`config.mk`:
```
export PLATFORM = sky130hd
export DESIGN_NAME = sigloss_gate
export DESIGN_NICKNAME = d
export VERILOG_FILES = /design/src/rtl/sigloss_pkg.sv /design/src/rtl/sigloss_level_sel.sv /design/src/rtl/sigloss_mask_timer.sv /design/src/rtl/sigloss_gate.sv
export SDC_FILE = /design/constraint.sdc
export NUM_CORES = 1
export LEC_CHECK = 0
export ABC_AREA = 1
export BUFFER_PORTS_ARGS = -buffer_cell sky130_fd_sc_hd__buf_2
export CORE_MARGIN = 3
export CORE_UTILIZATION = 43
export DETAILED_ROUTE_END_ITERATION = 8
export PLACE_DENSITY = 0.67
export REMOVE_ABC_BUFFERS = 1
export SLEW_MARGIN = 10
export SYNTH_ARGS = -nofsm -noshare
export SYNTH_HDL_FRONTEND = slang
export SYNTH_SLANG_ARGS = --single-unit
```
`constraint.sdc`:
```
create_clock -name clk -period 4.05 [get_ports clk]
set_input_delay 0.2025 -clock clk [delete_from_list [all_inputs] [get_ports clk]]
set_output_delay 0.2025 -clock clk [all_outputs]
set_load 0.005 [all_outputs]
```
`src/rtl/sigloss_pkg.sv`:
```
package sigloss_pkg;
  // Which hold-off window, if any, currently freezes the output
  typedef enum logic [1:0] {
    WIN_NONE = 2'd0,
    WIN_RISE = 2'd1,
    WIN_FALL = 2'd2
  } win_e;
endpackage

```
`src/rtl/sigloss_level_sel.sv`:
```
module sigloss_level_sel #(
  parameter int unsigned CODE_W      = 7,
  parameter int unsigned DEF_CODE_LO = 64,
  parameter int unsigned DEF_CODE_HI = 0
) (
  input  logic              clk,
  input  logic              rst_n,
  input  logic              lvl_sel_i,
  input  logic              range_hi_i,
  input  logic [CODE_W-1:0] lvl_code_i,
  output logic [CODE_W-1:0] code_o
);
  localparam logic [CODE_W-1:0] DEF_LO_C = DEF_CODE_LO[CODE_W-1:0];
  localparam logic [CODE_W-1:0] DEF_HI_C = DEF_CODE_HI[CODE_W-1:0];

  logic [CODE_W-1:0] code_q, code_d;

  always_comb begin
    if (lvl_sel_i) code_d = lvl_code_i;
    else           code_d = range_hi_i ? DEF_HI_C : DEF_LO_C;
  end

  always_ff @(posedge clk or negedge rst_n) begin
    if (!rst_n) code_q <= DEF_LO_C;
    else        code_q <= code_d;
  end

  assign code_o = code_q;

  p_user_code_r7: assert property (@(posedge clk) disable iff (!rst_n)
    lvl_sel_i |=> code_o == $past(lvl_code_i));
  p_default_low_r8: assert property (@(posedge clk) disable iff (!rst_n)
    (!lvl_sel_i && !range_hi_i) |=> code_o == DEF_LO_C);
  p_default_high_r8: assert property (@(posedge clk) disable iff (!rst_n)
    (!lvl_sel_i && range_hi_i) |=> code_o == DEF_HI_C);
endmodule

```
`src/rtl/sigloss_mask_timer.sv`:
```
module sigloss_mask_timer #(
  parameter int unsigned DUR_W   = 7,
  parameter int unsigned PRESC_W = 5
) (
  input  logic             clk,
  input  logic             rst_n,
  input  logic             load_i,
  input  logic [DUR_W-1:0] dur_i,
  input  logic             tick_i,
  output logic             busy_o,
  output logic             done_o
);
  localparam logic [PRESC_W-1:0] PRE_LAST = {PRESC_W{1'b1}};
  localparam logic [DUR_W-1:0]   CNT_ONE  = {{(DUR_W-1){1'b0}}, 1'b1};

  logic [DUR_W-1:0]   cnt_q, cnt_d;
  logic [PRESC_W-1:0] pre_q, pre_d;
  logic               busy, wrap, step_en;

  assign busy    = (cnt_q != '0);
  assign wrap    = busy && tick_i && (pre_q == PRE_LAST);
  assign step_en = load_i || (busy && tick_i);

  always_comb begin
    cnt_d = cnt_q;
    pre_d = pre_q;
    if (load_i) begin
      cnt_d = dur_i;
      pre_d = '0;
    end else if (busy && tick_i) begin
      pre_d = pre_q + 1'b1;
      if (wrap) cnt_d = cnt_q - 1'b1;
    end
  end

  always_ff @(posedge clk or negedge rst_n) begin
    if (!rst_n) begin
      cnt_q <= '0;
      pre_q <= '0;
    end else if (step_en) begin
      cnt_q <= cnt_d;
      pre_q <= pre_d;
    end
  end

  assign busy_o = busy;
  assign done_o = wrap && (cnt_q == CNT_ONE);

  p_frozen_no_tick_r6: assert property (@(posedge clk) disable iff (!rst_n)
    (busy_o && !tick_i && !load_i) |=> ($stable(cnt_q) && $stable(pre_q)));
  p_done_closes_r3: assert property (@(posedge clk) disable iff (!rst_n)
    (done_o && !load_i) |=> !busy_o);
  p_load_captures_r9: assert property (@(posedge clk) disable iff (!rst_n)
    load_i |=> (cnt_q == $past(dur_i)) && (pre_q == '0));
endmodule

```
`src/rtl/sigloss_gate.sv`:
```
module sigloss_gate
  import sigloss_pkg::*;
#(
  parameter int unsigned CODE_W      = 7,
  parameter int unsigned DUR_W       = 7,
  parameter int unsigned PRESC_W     = 5,
  parameter int unsigned DEF_CODE_LO = 64,
  parameter int unsigned DEF_CODE_HI = 0
) (
  input  logic              clk,
  input  logic              rst_n,
  input  logic              raw_los_i,
  input  logic              range_hi_i,
  input  logic              lvl_sel_i,
  input  logic [CODE_W-1:0] lvl_code_i,
  input  logic              fall_mask_en_i,
  input  logic [DUR_W-1:0]  fall_mask_dur_i,
  input  logic              rise_mask_en_i,
  input  logic [DUR_W-1:0]  rise_mask_dur_i,
  input  logic              us_tick_i,
  output logic              los_o,
  output logic [CODE_W-1:0] sel_code_o
);
  logic             los_q, los_d;
  win_e             win_q, win_d;
  logic             load;
  logic [DUR_W-1:0] load_dur;
  logic             tmr_busy, tmr_done;
  logic             rise_arm, fall_arm;

  assign rise_arm = rise_mask_en_i && (rise_mask_dur_i != '0);
  assign fall_arm = fall_mask_en_i && (fall_mask_dur_i != '0);

  // Next-state: follow raw when idle, open a window on an output change
  always_comb begin
    los_d    = los_q;
    win_d    = win_q;
    load     = 1'b0;
    load_dur = rise_mask_dur_i;
    unique case (win_q)
      WIN_NONE: begin
        los_d = raw_los_i;
        if (raw_los_i && !los_q && rise_arm) begin
          load     = 1'b1;
          load_dur = rise_mask_dur_i;
          win_d    = WIN_RISE;
        end else if (!raw_los_i && los_q && fall_arm) begin
          load     = 1'b1;
          load_dur = fall_mask_dur_i;
          win_d    = WIN_FALL;
        end
      end
      default: begin
        if (tmr_done) win_d = WIN_NONE;
      end
    endcase
  end

  always_ff @(posedge clk or negedge rst_n) begin
    if (!rst_n) begin
      los_q <= 1'b1;
      win_q <= WIN_NONE;
    end else begin
      los_q <= los_d;
      win_q <= win_d;
    end
  end

  sigloss_mask_timer #(
    .DUR_W   (DUR_W),
    .PRESC_W (PRESC_W)
  ) u_timer (
    .clk    (clk),
    .rst_n  (rst_n),
    .load_i (load),
    .dur_i  (load_dur),
    .tick_i (us_tick_i),
    .busy_o (tmr_busy),
    .done_o (tmr_done)
  );

  sigloss_level_sel #(
    .CODE_W      (CODE_W),
    .DEF_CODE_LO (DEF_CODE_LO),
    .DEF_CODE_HI (DEF_CODE_HI)
  ) u_level (
    .clk        (clk),
    .rst_n      (rst_n),
    .lvl_sel_i  (lvl_sel_i),
    .range_hi_i (range_hi_i),
    .lvl_code_i (lvl_code_i),
    .code_o     (sel_code_o)
  );

  assign los_o = los_q;

  p_follow_idle_r2: assert property (@(posedge clk) disable iff (!rst_n)
    (win_q == WIN_NONE) |=> los_o == $past(raw_los_i));
  p_hold_in_window_r3: assert property (@(posedge clk) disable iff (!rst_n)
    (win_q != WIN_NONE) |=> $stable(los_o));
  p_rise_window_high_r3: assert property (@(posedge clk) disable iff (!rst_n)
    (win_q == WIN_RISE) |-> los_o);
  p_fall_window_low_r4: assert property (@(posedge clk) disable iff (!rst_n)
    (win_q == WIN_FALL) |-> !los_o);
  p_timer_agrees_r5: assert property (@(posedge clk) disable iff (!rst_n)
    (win_q != WIN_NONE) == tmr_busy);
  p_unarmed_rise_r5: assert property (@(posedge clk) disable iff (!rst_n)
    (win_q == WIN_NONE && raw_los_i && !los_o && !rise_arm) |=> win_q == WIN_NONE);
  p_unarmed_fall_r5: assert property (@(posedge clk) disable iff (!rst_n)
    (win_q == WIN_NONE && !raw_los_i && los_o && !fall_arm) |=> win_q == WIN_NONE);
endmodule

```
==> reports/metrics.yaml <==
floorplan:
  num_rows: 19
  die_area_mm2: 0.00394
  core_mm2: 0.00292
  ioPinCount: 37
  die_w_um: 62.8
  die_y_um: 62.8
  initial_core_util_pct: 47.5
yosys:
  netlist_area_mm2: 0.00139
  async_flop_share_pct: 100
  ys_seq_elements: 22
  synth_area_leaders: "dfrtp_1 36%, nand2_1 13%, inv_1 6.5%, nand3_2 5.8%, nor2_1 5.1%"
  synth_edf_count: 0
  synth_cell_type_count: 26
  synth-main-ff-cell: "dfrtp_1"
  synth_common_cells: "49 x nand2_1, 24 x inv_1, 20 x dfrtp_1"
  synth_top_area_share_pct: 36.1
  ys_seq_area_share_pct: 39.9
  synth_top_area_cell: "dfrtp_1"
  post-synth-top-count-cell: "nand2_1"
  syn_area_per_cell_um2: 7.75
  syn_inst: 179
  yosysWarnings: 0
routing:
  vias: 1231
  postRouteAntennaNets: 0
  first_pass_iters: 4
  first_iter_violations: 52
  routed_via_density: 4.75
  drc: 0
  routed_wl_um: 2960
  routedWlPerCell_um: 11.4
finish:
  register_area_um2: 553
  nNetsFinal: 251
  fillCellCount: 286
  area_growth_pct: 19.4
  layout-drive-gt1-share_pct: 30.4
  antenna_cells: 0
  multiInputGateArea_um2: 696
power:
  leakagePower_nw: 0.913
  vdd_drop_max_v: 0.000338
  power_density_mw_per_mm2: 551
worst_setup_path:
  crit_path_start_kind: "flip-flop"
  critical-path-max-stage-delay_ns: 0.41
  worstPathCellList: "ha_1 > nand2_1 > nor2_1 > ha_1 > nand3_2 > nand3_2 > clkinv_1 > nand2_1 > nand2_1"
  path_max_fanout: 7
  endpoint_kind: "flip-flop"
  worst-setup-path-type: "reg2reg"
  slowest_stage: "dfrtp_1"
  cpMostUsedCell: "nand2_1"
  critPathRequiredTime_ns: 4.27
  crit_arrival_ns: 1.88
clocking:
  cts_resized: 0
  clockRootBuffer: "clkbuf_4"
  numCtsBuffers: 3
  cts_max_level: 1
  clk_latency_ns: 0.32
  cts_tree: "done"
  clock-sinks: 22
  clk_pin_slew_ns: 0.13
  post-cts-setup-buffers: 0
  cts_hold_buf: 1
  clk_path_buf_depth: 2
placed_design:
  detailedPlace.worstSlack_ns: 2.41
  port_buffers: 36
  gp_congestion: 0.873
  hpwl_um: 2320
grt:
  antenna_found_initial: 0
  grt_pass1_wl_um: 5270
  grt_pass1_vias: 1219
  overflow: 0
  grt_start_max_net_pins: 23
  grtUsageTotal_pct: 16.6
sta:
  rsz0062_at_grt: "false"
  fin_skew_ns: 0.00114
  max_freq_mhz: 605
  worstMarginPinSlew_ns: 0.488
  max_slew_margin_pct: 67.4
  hold_violations: 0
  fin_crit_ns: 1.65
  final_max_slew_viol_count: 0
  fin_hold_ws_ns: 0.0121
  setup_viol: 0
  fin_ws_ns: 2.40
  fin_crit_sh_pct: 40.8
  fin_tns_setup_ns: 0
hold_path:
  hold_path_class: "in2reg"
outcome:
  status: "complete, no violations"
flow_run:
  maxCapViolations: 0
-- sequential cells by signal, indices dropped and copies added (netlist names) --
register	cells
win_q	2
los_o	1
u_level.code_o	7
u_timer.pre_q	5
u_timer.cnt_q	7
-- cells in the final DEF (no fill, tap or decap), types with 3 or more instances in the layout --
master,count
nand3_2,8
a21oi_2,4
ha_1,4
inv_2,5
nor2_1,19
dfrtp_1,20
inv_1,24
nand4_1,5
clkbuf_4,3
nand2_1,49
o21ai_0,8
nand3_1,11
a21oi_1,3
buf_2,36
-- path summary, 6_finish.rpt --
path | from | end | slack, ns | cells after the start
worst max register to register | u_timer.pre_q[0] | u_timer.cnt_q[2] | 2.40 | 9
worst max-delay path | u_timer.pre_q[0] | u_timer.cnt_q[2] | 2.40 | 9
worst min register to register | u_timer.cnt_q[6] | u_timer.cnt_q[6] | 0.53 | 2
max in group asynchronous | rst_n | u_level.code_o[6] | 3.33 | 2
min in group asynchronous | rst_n | win_q[1] | 0.36 | 2
worst min-delay path | range_hi_i | u_level.code_o[6] | 0.01 | 2
-- through the flow --
stage               std cells  instance area (µm²)  util (%)  power, mW
detailed placement        254                 1590      54.5      0.743
floorplan                 176                 1360         -      0.644
global route              259                 1660      56.7      0.998
CTS                       259                 1660      56.7      0.919
global placement          254                 1590      54.5      0.725
finish                    259                 1660      56.7      0.912
-- critical path, delay by kind of cell, from the launching register on --
kind	cells	cell delay, ns
adders and majority gates	2	0.39
DFF	1	0.41
buffers and inverters	1	0.12
and+or+nand+nor	6	0.64
-- routing by layer --
metal | vias up | wire length, µm | track usage [%] | part of all wire [%]
li1 | 636 | - | - | -
met1 | 551 | 1270 | 20.2 | 43
met2 | 39 | 1500 | 29.2 | 51
met3 | 5 | 156 | 3.60 | 5.3
met4 | 0 | 36 | 4.96 | 1.2
met5 | - | 0 | 0 | 0
-- cell type report --
type,instances,share of cell area (%)
flip-flops and latches,22,33.4
clock inverters,1,1.81
inverters,30,6.80
clock buffers,3,1.36
repair buffers,37,11.5
well taps,42,3.17
multi-input cells,124,42.0
-- cell families (layout without fill, tap and decap cells) --
logic type	count (synthesis)	in the layout	share of synthesized area (%)
buffers and inverters	33	71	10.0
adder cells (fa/ha/maj)	4	4	3.61
XOR/XNOR	3	3	1.89
AND/OR/NAND/NOR	99	99	36.8
flip-flops	22	22	39.9
AO/OA/AOI/OAI	18	18	7.84
-- power by group --
part	switching, mW	leakage (nW)	internal, mW	total, mW
Clock	0.0744	0.0279	0.100	0.174
Combinational	0.226	0.613	0.147	0.373
Sequential	0.0670	0.272	0.297	0.364
Note: power is estimated with default switching activity, not from simulation.
